--- src/rtl/irq_cascade_pkg.sv ---
package irq_cascade_pkg;
   localparam int unsigned REG_W  = 32;
   localparam int unsigned ADDR_W = 4;

   typedef enum logic [1:0] {
      SEL_PID = 2'd0,
      SEL_PEN = 2'd1,
      SEL_SID = 2'd2,
      SEL_SEN = 2'd3
   } reg_sel_e;
endpackage

--- src/rtl/irq_ident_array.sv ---
module irq_ident_array #(
   parameter int unsigned WIDTH = 8
) (
   input  logic             clk_i,
   input  logic             rst_i,
   input  logic [WIDTH-1:0] evt_i,
   input  logic [WIDTH-1:0] clr_i,
   output logic [WIDTH-1:0] vis_o,
   output logic [WIDTH-1:0] pend_o
);
   logic [WIDTH-1:0] vis_q, que_q, vis_d, que_d;

   function automatic logic [1:0] slot_next(input logic v, input logic q,
                                            input logic e, input logic c);
      logic vn, qn;
      vn = v;
      qn = q;
      if (!v) begin
         if (q) begin
            vn = 1'b1;
            qn = e;
         end else begin
            vn = e;
         end
      end else if (c) begin
         vn = e;
      end else if (e) begin
         qn = 1'b1;
      end
      return {vn, qn};
   endfunction

   for (genvar b = 0; b < WIDTH; b++) begin : g_slot
      assign {vis_d[b], que_d[b]} = slot_next(vis_q[b], que_q[b], evt_i[b], clr_i[b]);
   end

   always_ff @(posedge clk_i) begin
      if (rst_i) begin
         vis_q <= '0;
         que_q <= '0;
      end else begin
         vis_q <= vis_d;
         que_q <= que_d;
      end
   end

   assign vis_o  = vis_q;
   assign pend_o = vis_q | que_q;

   assert_event_lands_R2: assert property (@(posedge clk_i) disable iff (rst_i)
      (|evt_i) |=> ((vis_q & $past(evt_i)) == $past(evt_i)));

   assert_full_drop_R3: assert property (@(posedge clk_i) disable iff (rst_i)
      (|(vis_q & que_q & evt_i & ~clr_i)) |=>
      ((vis_q & que_q & $past(vis_q & que_q & evt_i & ~clr_i))
       == $past(vis_q & que_q & evt_i & ~clr_i)));

   assert_refill_R4: assert property (@(posedge clk_i) disable iff (rst_i)
      (|(~vis_q & que_q)) |=>
      ((vis_q & $past(~vis_q & que_q)) == $past(~vis_q & que_q)));
endmodule

--- src/rtl/irq_rise_detect.sv ---
module irq_rise_detect (
   input  logic clk_i,
   input  logic rst_i,
   input  logic level_i,
   output logic rise_o
);
   logic prev_q;

   always_ff @(posedge clk_i) begin
      if (rst_i) prev_q <= 1'b0;
      else       prev_q <= level_i;
   end

   assign rise_o = level_i & ~prev_q;

   assert_single_pulse_R7: assert property (@(posedge clk_i) disable iff (rst_i)
      rise_o |=> !rise_o);
endmodule

--- src/rtl/irq_reg_port.sv ---
module irq_reg_port
   import irq_cascade_pkg::*;
#(
   parameter int unsigned NUM_PRI    = 8,
   parameter int unsigned NUM_SEC    = 16,
   parameter int unsigned MASTER_IDX = 31
) (
   input  logic               clk_i,
   input  logic               rst_i,
   input  logic               wr_i,
   input  logic               rd_i,
   input  logic [ADDR_W-1:0]  addr_i,
   input  logic [REG_W-1:0]   wdata_i,
   input  logic [NUM_PRI-1:0] pri_vis_i,
   input  logic [NUM_SEC-1:0] sec_vis_i,
   output logic [NUM_PRI-1:0] pri_en_o,
   output logic               pri_master_o,
   output logic [NUM_SEC-1:0] sec_en_o,
   output logic [NUM_PRI-1:0] pri_clr_o,
   output logic [NUM_SEC-1:0] sec_clr_o,
   output logic [REG_W-1:0]   rdata_o
);
   reg_sel_e sel;
   logic [NUM_PRI-1:0] pen_q;
   logic               master_q;
   logic [NUM_SEC-1:0] sen_q;
   logic [REG_W-1:0]   pid_w, pen_w, sid_w, sen_w, rd_mux, rdata_q;
   logic               unused_bits;

   assign sel         = reg_sel_e'(addr_i[ADDR_W-1:2]);
   assign unused_bits = ^{wdata_i, addr_i[1:0]};

   assign pri_clr_o = (wr_i && sel == SEL_PID) ? wdata_i[NUM_PRI-1:0] : '0;
   assign sec_clr_o = (wr_i && sel == SEL_SID) ? wdata_i[NUM_SEC-1:0] : '0;

   always_comb begin
      pid_w = '0;
      pen_w = '0;
      sid_w = '0;
      sen_w = '0;
      pid_w[NUM_PRI-1:0] = pri_vis_i;
      pen_w[NUM_PRI-1:0] = pen_q;
      pen_w[MASTER_IDX]  = master_q;
      sid_w[NUM_SEC-1:0] = sec_vis_i;
      sen_w[NUM_SEC-1:0] = sen_q;
      unique case (sel)
         SEL_PID: rd_mux = pid_w;
         SEL_PEN: rd_mux = pen_w;
         SEL_SID: rd_mux = sid_w;
         default: rd_mux = sen_w;
      endcase
   end

   always_ff @(posedge clk_i) begin
      if (rst_i) begin
         pen_q    <= '0;
         master_q <= 1'b0;
         sen_q    <= '0;
         rdata_q  <= '0;
      end else begin
         if (wr_i && sel == SEL_PEN) begin
            pen_q    <= wdata_i[NUM_PRI-1:0];
            master_q <= wdata_i[MASTER_IDX];
         end
         if (wr_i && sel == SEL_SEN) sen_q <= wdata_i[NUM_SEC-1:0];
         if (rd_i) rdata_q <= rd_mux;
      end
   end

   assign pri_en_o     = pen_q;
   assign pri_master_o = master_q;
   assign sec_en_o     = sen_q;
   assign rdata_o      = rdata_q;

   assert_read_latency_R11: assert property (@(posedge clk_i) disable iff (rst_i)
      (rd_i && sel == SEL_SID) |=> (rdata_o == $past(sid_w)));
endmodule

--- src/rtl/irq_cascade_ctrl.sv ---
module irq_cascade_ctrl
   import irq_cascade_pkg::*;
#(
   parameter int unsigned NUM_SEC     = 16,
   parameter int unsigned NUM_PRI     = 8,
   parameter int unsigned CASCADE_IDX = 3,
   parameter int unsigned MASTER_IDX  = 31
) (
   input  logic               clk_i,
   input  logic               rst_i,
   input  logic [NUM_SEC-1:0] sec_evt_i,
   input  logic [NUM_PRI-1:0] pri_evt_i,
   input  logic               reg_wr_i,
   input  logic               reg_rd_i,
   input  logic [3:0]         reg_addr_i,
   input  logic [31:0]        reg_wdata_i,
   output logic [31:0]        reg_rdata_o,
   output logic               cpu_irq_o
);
   if (NUM_SEC < 1 || NUM_SEC > REG_W) begin : g_bad_sec
      $error("NUM_SEC must lie in 1..32");
   end
   if (NUM_PRI < 1 || NUM_PRI >= REG_W) begin : g_bad_pri
      $error("NUM_PRI must lie in 1..31");
   end
   if (CASCADE_IDX >= NUM_PRI) begin : g_bad_casc
      $error("CASCADE_IDX must address a primary bit");
   end
   if (MASTER_IDX < NUM_PRI || MASTER_IDX >= REG_W) begin : g_bad_master
      $error("MASTER_IDX must lie above the primary bits");
   end

   logic [NUM_SEC-1:0] s_vis, s_pend, s_en, s_clr;
   logic [NUM_PRI-1:0] p_vis, p_pend, p_en, p_clr, p_evt;
   logic               p_master, sec_sum, cas_rise;

   irq_reg_port #(
      .NUM_PRI(NUM_PRI), .NUM_SEC(NUM_SEC), .MASTER_IDX(MASTER_IDX)
   ) u_port (
      .clk_i(clk_i), .rst_i(rst_i), .wr_i(reg_wr_i), .rd_i(reg_rd_i),
      .addr_i(reg_addr_i), .wdata_i(reg_wdata_i),
      .pri_vis_i(p_vis), .sec_vis_i(s_vis),
      .pri_en_o(p_en), .pri_master_o(p_master), .sec_en_o(s_en),
      .pri_clr_o(p_clr), .sec_clr_o(s_clr), .rdata_o(reg_rdata_o)
   );

   irq_ident_array #(.WIDTH(NUM_SEC)) u_sec (
      .clk_i(clk_i), .rst_i(rst_i), .evt_i(sec_evt_i), .clr_i(s_clr),
      .vis_o(s_vis), .pend_o(s_pend)
   );

   assign sec_sum = |(s_pend & s_en);

   irq_rise_detect u_edge (
      .clk_i(clk_i), .rst_i(rst_i), .level_i(sec_sum), .rise_o(cas_rise)
   );

   assign p_evt = pri_evt_i | (NUM_PRI'(cas_rise) << CASCADE_IDX);

   irq_ident_array #(.WIDTH(NUM_PRI)) u_pri (
      .clk_i(clk_i), .rst_i(rst_i), .evt_i(p_evt), .clr_i(p_clr),
      .vis_o(p_vis), .pend_o(p_pend)
   );

   assign cpu_irq_o = p_master & (|(p_pend & p_en));

   assert_cascade_rise_R6: assert property (@(posedge clk_i) disable iff (rst_i)
      $rose(sec_sum) |=> p_vis[CASCADE_IDX]);

   assert_master_gate_R9: assert property (@(posedge clk_i) disable iff (rst_i)
      !p_master |-> !cpu_irq_o);
endmodule

--- config.mk ---
export PLATFORM = sky130hd
export DESIGN_NAME = irq_cascade_ctrl
export DESIGN_NICKNAME = d
export VERILOG_FILES = /design/src/rtl/irq_cascade_pkg.sv /design/src/rtl/irq_ident_array.sv /design/src/rtl/irq_rise_detect.sv /design/src/rtl/irq_reg_port.sv /design/src/rtl/irq_cascade_ctrl.sv
export SDC_FILE = /design/constraint.sdc
export NUM_CORES = 1
export LEC_CHECK = 0
export ABC_AREA = 1
export BUFFER_PORTS_ARGS = -buffer_cell sky130_fd_sc_hd__buf_4
export CAP_MARGIN = 20
export CORE_MARGIN = 5
export CORE_UTILIZATION = 40
export CTS_CLUSTER_SIZE = 30
export DETAILED_ROUTE_END_ITERATION = 6
export SLEW_MARGIN = 20
export SYNTH_ARGS = -nofsm -noshare
export SYNTH_HDL_FRONTEND = slang
export SYNTH_HIERARCHICAL = 1
export SYNTH_SLANG_ARGS = --single-unit
--- constraint.sdc ---
create_clock -name clk_i -period 1.5 [get_ports clk_i]
set_input_delay 0.3 -clock clk_i [delete_from_list [all_inputs] [get_ports clk_i]]
set_output_delay 0.3 -clock clk_i [all_outputs]
set_load 0.01 [all_outputs]
Word-level counts from Yosys, hierarchy flattened --
Cells that the tools add are included.
Word-level totals: register bits 106, latch bits 0, memory bits (writable) 0, bits in read-only memories 0, input bits 64, output and inout port bits 33, word-level logic and storage cells 292, memories 0
Cells by class: add/subtract/negate cells 0, multiply operators 0, divide/modulo/power cells 0, order comparisons 0, equal/unequal tests 51, shift-type cells 0, muxes and demuxes 171, bitwise gates (word level) 8, reduce and logical (&&, ||, !) cells 31
Operators with widths (number):
- two-way mux 1 bit | 168
- one-hot mux 32 bit (3 select lines) | 1
- != test 2 bit, second input constant | 40
- AND reduction 2 bit | 24
- AND 16 bit | 1
- two-way mux 16 bit | 1
- != test 2 x 1 -> 1 bit, second input constant | 8
- OR 16 bit | 1
- OR reduction 16 bit | 1
- AND 8 bit | 1
- two-way mux 8 bit | 1
- OR 8 x 4 -> 8 bit | 1
- OR 8 bit | 1
- OR reduction 8 bit | 1
- equality test 2 bit, second input constant | 2
- logical AND 1 bit | 4
- AND 1 bit | 2
- equality test 2 x 1 -> 1 bit, second input constant | 1
- logical NOT 2 bit | 1
- inverter 1 bit | 1

Longest topological paths before layout --
Gate-level depths: netlist (run 1).
word-level depth 8, mapped depth 15, gate-level depth less buffers 15

Hierarchy --
Netlist (run 1), hierarchy kept.
By module, submodules not included:
- irq_reg_port | times used 1, cells each 317, area each 2122.0 µm², sequential area each 840.8 µm²
- irq_ident_array (u_sec) | times used 1, cells each 225, area each 1517.7 µm², sequential area each 640.6 µm²
- irq_ident_array (u_pri) | times used 1, cells each 109, area each 757.0 µm², sequential area each 320.3 µm²
- irq_cascade_ctrl | times used 1, cells each 51, area each 200.2 µm², sequential area each 0.0 µm²
- irq_rise_detect | times used 1, cells each 4, area each 31.3 µm², sequential area each 20.0 µm²

Worst setup path after synthesis (run 1) --
Ideal clock, no wire load.
kind reg-to-reg, start point register u_sec.que_q[7], end point register u_pri.que_q[3], setup time 0.115 ns, arrival time 1.461 ns, path slack -0.076 ns, stages on the path, launching flop included 15, buffers on the path 0, cell sequence dfxtp_1 > or2_2 > nand2_1 > nand2_1 > inv_1 > nand2_1 > nor2_1 > nand2_1 > inv_1 > nor2_1 > or2_2 > inv_1 > nand2_1 > nand2_1 > nor2_1
Between the ends: word-level cells in the longest chain between the ends 7, elaborated cells on any way between the ends 9, those cells by class eq/ne (1); mux (2); bitwise (4); reduce/logical (2)
Ends and longest elaborated chain:
- start: declaration | RTL line irq_ident_array.sv:11 | logic [WIDTH-1:0] vis_q, que_q, vis_d, que_d;
- start signal: assignment | RTL line irq_ident_array.sv:43 | que_q <= que_d;
- OR 16 bit (*) | RTL line irq_ident_array.sv:48 | assign pend_o = vis_q | que_q;
- via s_pend[7] | RTL line irq_cascade_ctrl.sv:33 | logic [NUM_SEC-1:0] s_vis, s_pend, s_en, s_clr;
- AND 16 bit (*) | RTL line irq_cascade_ctrl.sv:52 | assign sec_sum = |(s_pend & s_en);
- OR reduction 16 bit (*) | RTL line irq_cascade_ctrl.sv:52
- via sec_sum | RTL line irq_cascade_ctrl.sv:35 | logic p_master, sec_sum, cas_rise;
- AND 1 bit (*) | RTL line irq_rise_detect.sv:14 | assign rise_o = level_i & ~prev_q;
- via cas_rise | RTL line irq_cascade_ctrl.sv:35
- OR 8 x 4 -> 8 bit (*) | RTL line irq_cascade_ctrl.sv:58 | assign p_evt = pri_evt_i | (NUM_PRI'(cas_rise) << CASCADE_IDX);
- via p_evt[3] | RTL line irq_cascade_ctrl.sv:34 | logic [NUM_PRI-1:0] p_vis, p_pend, p_en, p_clr, p_evt;
- != test 2 x 1 -> 1 bit (no line) / two-way mux 1 bit (equally long branches)
- AND reduction 2 bit (no line) / two-way mux 1 bit (equally long branches)
- end signal: assignment | RTL line irq_ident_array.sv:43
- end: declaration | RTL line irq_ident_array.sv:11
Mark *: on every way through the listed nets, which the timed path passes. The rest lies on a longest branch. A chain may end at the register's enable or synchronous reset.

Final worst setup path (run 1) --
start point register u_pri.que_q[3], end point output port cpu_irq_o
Between the ends: word-level cells in the longest chain between the ends 4
Ends and longest elaborated chain:
- OR 8 bit | RTL line irq_ident_array.sv:48
- via p_pend[3] | RTL line irq_cascade_ctrl.sv:34
- AND 8 bit | RTL line irq_cascade_ctrl.sv:65 | assign cpu_irq_o = p_master & (|(p_pend & p_en));
- OR reduction 8 bit | RTL line irq_cascade_ctrl.sv:65
- AND 1 bit | RTL line irq_cascade_ctrl.sv:65
- end: declaration | RTL line irq_cascade_ctrl.sv:18 | output logic cpu_irq_o
The timed path passes the listed nets, and every way through them passes these cells.

==> summary.md, run 1 <==
| Metric | Value |
|---|---|
| Status | complete, but fails checks |
| Failing checks | setup timing |
| DIE HEIGHT | 118 um |
| Starting Density | 0.407 |
| First-pass GRT wire length | 21.2 mm |
| Placement Setup Slack | -181 ps |
| DRC Markers | 0 |
| Static Leak | 0.00283 uW |
| Area grow syn2layout | 27.6% |
| Top cells by area, synth | dfxtp_1 (39%), nand2_1 (15%), inv_1 (8.4%), a21oi_1 (7.4%), o21ai_0 (6.4%) |
| Fmax | 614 MHz |
| Avg WL per Cell | 13.4 um |
| Final Hold Viols | 0 |
| PwrDens | 1020 nW/um2 |
| Yosys reg bits | 91 |
| Synth Area per Inst | 6.56 um2 |
| DIE WIDTH | 118 um |
| # diodes | 0 |
| Crit end category | output port |
| GPL Wtd Cong | 0.844 |
| Largest area contributor in the netlist | dfxtp_1 |
| Core area | 11400 um2 |
| Final net count | 875 |
| Clock buffer depth | 2 |
| IO Pins | 97 |
| Cells after Synth | 706 |
| Layout cells sized above 1 | 0.266 |
| Worst clock skew | 5.88 ps |
| Root Buffer | clkbuf_16 |
| Final Critical Period | 1630 ps |
| Slew margin rel. | 0.594 |
| Max Transition Viols Final | 0 |
| Worst setup SP type | flip-flop |
| Drt first-iter violations | 312 |
| Number of library cell types mapped by synthesis | 26 |
| Most common cell after layout, fill and taps aside | nand2_1 |
| Total grt overflow | 0 |
| Ys Warns | 6 |
| Setup violators final | 4 |
| Routed wire length | 12.9 mm |
| Clk_lat worst skew | 350 ps |
| Post-Syn Area | 4630 um2 |
| Vias/cell | 4.82 |
| CTS HTree Levels | 3 |
| Sequential fraction of the synthesis area | 0.394 |
| Row cnt | 39 |
| Largest net degree at the start of global routing | 33 |
| Maximum vdd drop | 0.000671 V |
| RSZ-0062 raised after global routing | yes |
| Drt first pass iters | 5 |
| CP Max Fanout | 2 |
| Dpl cells | 935 |
| Arr. time, crit path | 1330 ps |
| Critical Path RT | 1200 ps |
| Final worst setup slack | -127 ps |
| Final period util | 1.08 |
| Layout Cells excl Fill | 959 |
| Num CTS Buffers | 9 |
| TNS Setup | -225 ps |
| Slew @ Worst Pin | 608 ps |
| HP Class | primary input to flip-flop |
| CTS tree | built |
| Vias in the first global route | 4467 |
| DP HPWL | 9.35 mm |
| Die Area | 13800 um2 |
| Max cap viols | 0 |
| Post-route ant nets | 0 |
| Clk pin slew, worst setup/hold paths | 60 ps |
| Most frequent cells in the layout | nand2_1 (164), buf_4 (112), inv_1 (100), nor2_1 (72), a21oi_1 (67) |
| CTS sink cnt | 91 |
| Vias post-DR | 4621 |
| Synth top area share | 0.394 |
| GRT Total Usage | 0.186 |
| Antenna violations before repair | 0 |
| Crit Path Class | flip-flop to output port |
| Buffers on Ports | 64 |
synthesized netlist by cell type (all sizes together):
master,number
buf,31
clkbuf,6
nor2,82
inv,110
a21oi,68
nand3,51
nand2,186
or2,15
conb,1
o21ai,63
dfxtp,91
nand4,1
a21boi,1
through the flow:
step           hold slack [ps]  instance area [um2]   util  power [uW]
6_report                   165                 5900  0.519        6020
2_1_floorplan              372                 4700      -        3350
3_3_place_gp               451                 5460  0.480        3740
4_1_cts                    151                 5820  0.512        6010
3_5_place_dp               459                 5460  0.480        3780
5_1_grt                    147                 5900  0.519        6370
kinds of logic (layout without fill, tap and decap cells):
logic type,Yosys count,after routing,synth area share
compound gates,132,132,0.143
simple gates,335,335,0.313
buf+inv,147,243,0.149
flops,91,91,0.394
other cells,1,15,0.000810
routing by layer:
layer | up-vias | part of all wire | GRT usage
met4 | 0 | 0.011 | 0.0552
met5 | - | 0 | 0
met2 | 150 | 0.47 | 0.306
li1 | 2377 | - | -
met1 | 2076 | 0.46 | 0.239
met3 | 18 | 0.060 | 0.0476
area by class of cell:
cell class / instances / area (um2)
Tap cell: 143 / 179
Clock inverter: 2 / 10.0
Fill cell: 1127 / 5470
Clock buffer: 14 / 264
Sequential cell: 91 / 1850
Inverter: 110 / 430
Multi-Input combinational cell: 482 / 2250
Timing Repair Buffer: 117 / 915
flip-flops by register name, indices dropped and copies added (netlist names):
register / flops
u_port/rdata_o: 17
u_sec/vis_o: 16
u_pri/vis_o: 8
u_port/sec_en_o: 16
u_sec/que_q: 16
u_port/pri_en_o: 8
u_port/pri_master_o: 1
u_pri/que_q: 8
u_edge/prev_q: 1
critical path, stage by stage (launching register included):
cell,delay [ps]
dfxtp_2,320
or2_1,220
nand2_1,80
nand2_1,50
nor2_1,90
a21boi_1,80
buf_4,140
report_power, final:
| group | total (uW) | leakage, uW | internal, uW | switching [uW] |
|---|---|---|---|---|
| clock | 2150 | 0.000137 | 1210 | 934 |
| sequential | 2690 | 0.000758 | 2590 | 99.5 |
| combinational | 1190 | 0.00194 | 556 | 630 |
worst paths after layout:
check             slack, ps  cells past startpoint                      startpoint                             end
setup / recovery       -130                      6     u_pri/que_q[3]$_SDFFE_PP0P_                       cpu_irq_o
hold / removal          160                      3                   sec_evt_i[15]      u_sec/vis_o[15]$_SDFF_PP0_
setup reg to reg        -80                     12     u_sec/que_q[8]$_SDFFE_PP0P_     u_pri/que_q[3]$_SDFFE_PP0P_
hold reg to reg         470                      2  u_port/rdata_o[1]$_SDFFE_PP0P_  u_port/rdata_o[1]$_SDFFE_PP0P_
what timing repair did:
action / 4_1_cts / 5_1_grt
hold buffers: 0 / 0
endpoints found under the setup margin: 3 / 4
pin swaps: 17 / 18
buffers inserted: 7 / 4
resized for setup: 20 / 35
No activity file was read; power rests on OpenSTA's default activity.
==> inputs of run 2 (changes only) <==
- CELL_PAD_IN_SITES_DETAIL_PLACEMENT: unset -> 1
- CELL_PAD_IN_SITES_GLOBAL_PLACEMENT: unset -> 1
- CORE_UTILIZATION: 40 -> 36
- CTS_BUF_LIST: unset -> sky130_fd_sc_hd__clkbuf_8
- PLACE_DENSITY_LB_ADDON: unset -> 0.1
==> run 2 against run 1 <==
  * The flow still finishes with violations (setup timing)
  * Combinational power hardly changed
  * Sequential share of layout area decreased by 0.30 points
  * Wire length up 15%
  * Worst setup slack got worse by 60 ps
  * Global-route usage increased by 1.8 points
  * Critical path type unchanged
  * Highest routed layer unchanged
==> summary.md, run 2 (synthesis results as in run 1) <==
| Metric | Value |
|---|---|
| Status | complete, but fails checks |
| Failing checks | setup timing |
| CTS tree | built |
| Final Critical Period | 1690 ps |
| Row cnt | 41 |
| IO Pins | 97 |
| HP Class | primary input to flip-flop |
| DIE HEIGHT | 123 um |
| Highest routed layer | met4 |
| Fmax | 593 MHz |
| Slew @ Worst Pin | 688 ps |
| Vias post-DR | 4707 |
| Critical path origin | u_pri/vis_o[5]$_SDFF_PP0_ |
| # diodes | 0 |
| GPL Wtd Cong | 0.800 |
| Clk_lat worst skew | 380 ps |
| Vias/cell | 4.71 |
| Total grt overflow | 0 |
| Max Transition Viols Final | 0 |
| Post-route ant nets | 0 |
| Reg area | 1860 um2 |
| PwrDens | 1020 nW/um2 |
| Final period util | 1.12 |
| Crit Path Class | flip-flop to output port |
| Finished Core Util | 0.475 |
| Critical Path RT | 1200 ps |
| Clock buffer depth | 2 |
| Worst clock skew | 8.79 ps |
| Layout cells sized above 1 | 0.276 |
| Static Leak | 0.00287 uW |
| M1 WL | 6.62 mm |
| Most frequent cells in the layout | nand2_1 (170), buf_4 (127), inv_1 (101), nor2_1 (69), a21oi_1 (67) |
| Drt first pass iters | 4 |
| Area grow syn2layout | 29.5% |
| DRC Markers | 0 |
| CTS HTree Levels | 3 |
| Worst Reg-to-Reg Cells | 12 |
| Antenna violations before repair | 0 |
| Starting Density | 0.367 |
| DP HPWL | 11.0 mm |
| GRT Total Usage | 0.204 |
| Dpl cells | 971 |
| RSZ-0062 raised after global routing | yes |
| Crit end category | output port |
| Reg2reg setup slack | -160 ps |
| Final Hold Viols | 0 |
| Layout Cells excl Fill | 999 |
| Buffers on Ports | 64 |
| Arr. time, crit path | 1390 ps |
| Flip-flop count of the largest register after layout | 17 |
| Worst setup SP type | flip-flop |
| Met2 WL | 7.49 mm |
| Num CTS Buffers | 9 |
| Core area | 12600 um2 |
| Fillers | 1701 |
| Largest net degree at the start of global routing | 33 |
| Clk pin slew, worst setup/hold paths | 90 ps |
| CTS sink cnt | 91 |
| Worst reg2reg path endpoint | u_pri/que_q[3]$_SDFFE_PP0P_ |
| Root Buffer | clkbuf_8 |
| CP Max Fanout | 2 |
| Final worst setup slack | -187 ps |
| Final net count | 886 |
| Maximum vdd drop | 0.000366 V |
| RR Startpoint | u_sec/que_q[4]$_SDFFE_PP0P_ |
| Avg WL per Cell | 14.8 um |
| Setup violators final | 3 |
| DIE WIDTH | 123 um |
| Die Area | 15200 um2 |
| Area taken by multi-input logic gates | 2250 um2 |
| Slew margin rel. | 0.541 |
| Most common cell after layout, fill and taps aside | nand2_1 |
| Met3 WL | 436 um |
| Vias in the first global route | 4986 |
| Routed wire length | 14.8 mm |
| Drt first-iter violations | 200 |
| Termination of the worst setup path | cpu_irq_o |
| Max cap viols | 0 |
| First-pass GRT wire length | 24.2 mm |
-- run 2: changes by cell type in the layout (fill, tap and decap cells not counted), sizes merged --
cell	before	now
buf	117	128
clkbuf	14	9
bufinv	0	4
clkinvlp	0	2
clkinv	2	1
-- run 2: worst min path at each step --
stage | from | end | slack (ps) | depth (start not counted)
after floorplan | rst_i | u_edge/prev_q$_SDFF_PP0_ | 370 | 1
after global placement | u_port/sec_en_o[15]$_SDFFE_PP0P_ | u_port/sec_en_o[15]$_SDFFE_PP0P_ | 450 | 2
after detailed placement | u_port/sec_en_o[15]$_SDFFE_PP0P_ | u_port/sec_en_o[15]$_SDFFE_PP0P_ | 460 | 2
after CTS | sec_evt_i[10] | u_sec/vis_o[10]$_SDFF_PP0_ | 90 | 3
after global routing | sec_evt_i[7] | u_sec/vis_o[7]$_SDFF_PP0_ | 100 | 3
final | sec_evt_i[7] | u_sec/vis_o[7]$_SDFF_PP0_ | 120 | 3
-- run 2: metrics by stage --
step | instance area [um2] | hold slack (ps) | TNS, ps | total power (uW) | worst slack, ps
6_report | 5990 | 125 | -437 | 6120 | -187
2_1_floorplan | 4700 | 372 | 0 | 3350 | 19.0
4_1_cts | 5890 | 94.1 | -437 | 6130 | -221
5_1_grt | 5990 | 104 | -703 | 6440 | -284
3_5_place_dp | 5520 | 461 | -383 | 3820 | -225
3_3_place_gp | 5520 | 451 | -345 | 3770 | -203
-- run 2: metal layers --
metal | up-vias | track usage
met1 | 2217 | 0.251
met4 | 0 | 0.0803
met3 | 17 | 0.0252
met5 | - | 0
met2 | 73 | 0.361
li1 | 2400 | -
-- run 2: layout make-up --
cell class,instances,share of cell area
Clock buffer,9,0.0207
Clock inverter,7,0.0234
Inverter,110,0.0722
Multi-Input combinational cell,482,0.376
Sequential cell,91,0.311
Tap cell,172,0.0359
Timing Repair Buffer,128,0.161
-- run 2: report_power, final --
group          leakage (uW)  switching, uW  internal, uW
clock              0.000125            956          1270
sequential         0.000760           99.3          2580
combinational       0.00198            657           550
total               0.00287           1710          4410
-- run 2: repair_timing --
action | 4_1_cts | 5_1_grt
resized for setup | 30 | 26
hold buffers | 0 | 0
buffers inserted | 7 | 6
pin swaps | 18 | 17
endpoints found under the setup margin | 3 | 4
-- run 2: critical path: stages, from the launching register on --
cell	delay, ps
dfxtp_4	350
or2_1	200
nand2_1	80
nand2_2	80
nor2_4	100
a21boi_2	50
buf_4	140
==> inputs of run 3 (changes only) <==
- PLACE_DENSITY: unset -> 0.81
- PLACE_DENSITY_LB_ADDON: 0.1 -> unset
- SYNTH_HIERARCHICAL: 1 -> unset
- clock period: 1.5 -> 1.51 ns (I/O delays scaled with it)
==> run 3 against run 2 <==
  * Clock power is 15% lower
  * Wire length is 14% lower
  * Synthesized cell count is 19% lower
  * Non-clock buffer count is 44 lower
  * Critical endpoint unchanged
  * Critical path type unchanged
  * The flow still finishes with violations (setup timing)
  * Clock skew is 2.7 ps higher
  * Clock-buffer cell count is 2 higher
  * Cell count is 21% lower
==> summary.md, run 3 <==
| Metric | Value |
|---|---|
| Ys Warns | 0 |
| Post-route cell area | 5110 um2 |
| PwrDens | 1070 nW/um2 |
| Cell with the most instances after synthesis | dfxtp_1 |
| Crit end category | output port |
| Final Hold Viols | 0 |
| Vias post-DR | 4067 |
| Worst hold endpoint | u_sec.vis_o[1]$_SDFF_PP0_ |
| Flip-flop count of the largest register after layout | 17 |
| Setup violators final | 1 |
| Maximum vdd drop | 0.000439 V |
| Placement Setup Slack | 44.0 ps |
| Worst reg2reg path endpoint | u_pri.que_q[3]$_SDFFE_PP0P_ |
| Hold WS | 163 ps |
| RSZ-0062 raised after global routing | yes |
| CTS hold repair buffers | 0 |
| RR Startpoint | u_sec.que_q[11]$_SDFFE_PP0P_ |
| Synth Area per Inst | 7.35 um2 |
| Max Transition Viols Final | 0 |
| Cell-internal power | 3940 uW |
| Yosys reg bits | 91 |
| DP HPWL | 9.28 mm |
| Reg2reg setup slack | 150 ps |
| Layout cells sized above 1 | 0.212 |
| Starting Density | 0.366 |
| Final Critical Period | 1610 ps |
| Num CTS Buffers | 9 |
| Comb power frac | 0.163 |
| Hold_sp | sec_evt_i[1] |
| CTS HTree Levels | 3 |
| Cells after Synth | 569 |
| DIE WIDTH | 118 um |
| Vias in the first global route | 4492 |
| Critical Path RT | 1210 ps |
| # diodes | 0 |
| Root Buffer | clkbuf_8 |
| CP Cell Sequence | nor2_1 > o2111a_1 > a21oi_2 > buf_4 |
| Clock power frac | 0.346 |
| Total grt overflow | 0 |
| Final worst setup slack | -105 ps |
| Status | complete, but fails checks |
| Failing checks | setup timing |
| DRC Markers | 0 |
| Fmax | 619 MHz |
| CTS sink cnt | 91 |
| Sw frac | 0.277 |
| Drt first pass iters | 4 |
| Largest net degree at the start of global routing | 54 |
| P_sw | 1510 uW |
| Final period util | 1.07 |
| Vias/cell | 5.15 |
| GRT Total Usage | 0.181 |
| Largest area contributor in the netlist | dfxtp_1 |
| Die Area | 13900 um2 |
| Most common cell after layout, fill and taps aside | nor2_1 |
| Antenna violations before repair | 0 |
| DIE HEIGHT | 118 um |
| Clk pin slew, worst setup/hold paths | 90 ps |
| Row cnt | 39 |
| Static Leak | 0.00221 uW |
| Max cap viols | 0 |
| Drt first-iter violations | 212 |
| Dpl cell area | 4800 um2 |
| GPL Wtd Cong | 0.781 |
| CP Max Fanout | 3 |
| Number of library cell types mapped by synthesis | 25 |
| Area taken by multi-input logic gates | 1900 um2 |
| Most frequent cells in the layout | nor2_1 (84), buf_4 (82), dfxtp_1 (81), inv_1 (79), a21oi_1 (60) |
| Number of synthesized flops with an enable pin | 0 |
| HP Class | primary input to flip-flop |
| Reg area | 1840 um2 |
| Synth top area share | 0.435 |
| Post-Syn Area | 4180 um2 |
| Max stage delay on crit path | 360 ps |
| IO Pins | 97 |
| Area grow syn2layout | 22.0% |
| Tot Pwr | 5460 uW |
| Arr. time, crit path | 1310 ps |
| Worst setup SP type | flip-flop |
| Worst clock skew | 11.5 ps |
| First-pass GRT wire length | 21.0 mm |
| Crit Path Class | flip-flop to output port |
| CTS tree | built |
| Clock buffer depth | 2 |
| Fillers | 1455 |
| Worst Reg-to-Reg Cells | 10 |
| Post-route ant nets | 0 |
| Asr flop ratio synth | 0 |
| Sequential power share | 0.491 |
| Primary FF master, synth | dfxtp_1 |
| Sequential fraction of the synthesis area | 0.435 |
| Routed wire length | 12.7 mm |
| Buffers on Ports | 64 |
| Synth cell count leaders | dfxtp_1 (91), nor2_1 (89), inv_1 (80) |
| Avg WL per Cell | 16.1 um |
| Core area | 11400 um2 |
| Final net count | 706 |
| Top cells by area, synth | dfxtp_1 (44%), nor2_1 (8.0%), a21oi_1 (7.3%), o21ai_0 (7.3%), inv_1 (7.2%) |
| Hold-critical path depth | 3 |
| Slowest stage cell, crit path | dfxtp_2 |
| Clk_lat worst skew | 360 ps |
| Finished Core Util | 0.447 |
[run 3: cell count changes in the layout (fill, tap and decap cells not counted), moves of 10 or more]
| cell | before | now |
|---|---|---|
| or2_4 | 10 | 0 |
| a31oi_1 | 0 | 13 |
| nor2_1 | 69 | 84 |
| nand2_2 | 15 | 3 |
| nand2_1 | 170 | 55 |
| dfxtp_2 | 22 | 9 |
| inv_1 | 101 | 79 |
| buf_4 | 127 | 82 |
| nand3_1 | 43 | 24 |
| dfxtp_1 | 65 | 81 |
[run 3: repair_timing]
item	in CTS	in global routing
pin swaps	2	0
buffers inserted	5	0
endpoints found under the hold margin	0	0
endpoints found under the setup margin	1	3
gates resized for setup	20	6
[run 3: layout make-up]
type | count | share of cell area
clock buffer | 11 | 0.0296
clock inverter | 4 | 0.0145
inverter | 82 | 0.0608
multi-input combinational | 374 | 0.372
sequential | 91 | 0.360
tap | 143 | 0.0350
timing repair buffer | 84 | 0.128
[run 3: routing by layer]
metal	GRT usage	wire, um	vias to the layer above
met5	0	0	-
met4	0.0731	238	0
met3	0.0264	340	19
met2	0.334	6690	75
met1	0.208	5460	1961
li1	-	-	2012
[run 3: stage by stage]
step	instances	TNS (ps)
6_report	789	-105
5_1_grt	789	-147
4_1_cts	789	-111
3_5_place_dp	769	0
3_3_place_gp	769	0
2_1_floorplan	583	0
[run 3: kinds of logic after synthesis]
group / after synthesis / share of synthesized area
AOI/OAI and AO/OA: 168 / 0.229
buffers and inverters: 118 / 0.129
DFF: 91 / 0.435
other: 1 / 0.000896
and+or+nand+nor: 191 / 0.205
[run 3: worst max-delay path, delay by kind of cell (launching register included)]
family                 cells  cell delay (ps)
AOI/OAI and AO/OA          2              400
buffers and inverters      1              140
DFF                        1              360
and+or+nand+nor            1               60
[run 3: power by group through the flow]
stage | clock network [uW] | registers, uW | logic (uW)
after floorplan | 0 | 2710 | 518
after global placement | 0 | 2720 | 794
after detailed placement | 0 | 2730 | 843
after CTS | 1920 | 2680 | 889
after global routing | 2000 | 2700 | 994
final | 1890 | 2680 | 889
[run 3: worst max path at each step]
stage                                         start                            to
floorplan                 u_pri.vis_o[3]$_SDFF_PP0_                     cpu_irq_o
finish                  u_pri.que_q[5]$_SDFFE_PP0P_                     cpu_irq_o
CTS                     u_pri.que_q[3]$_SDFFE_PP0P_                     cpu_irq_o
detailed placement                    reg_addr_i[2]  u_sec.que_q[11]$_SDFFE_PP0P_
global placement                      reg_addr_i[2]   u_sec.que_q[1]$_SDFFE_PP0P_
global route        u_port.pri_en_o[5]$_SDFFE_PP0P_                     cpu_irq_o
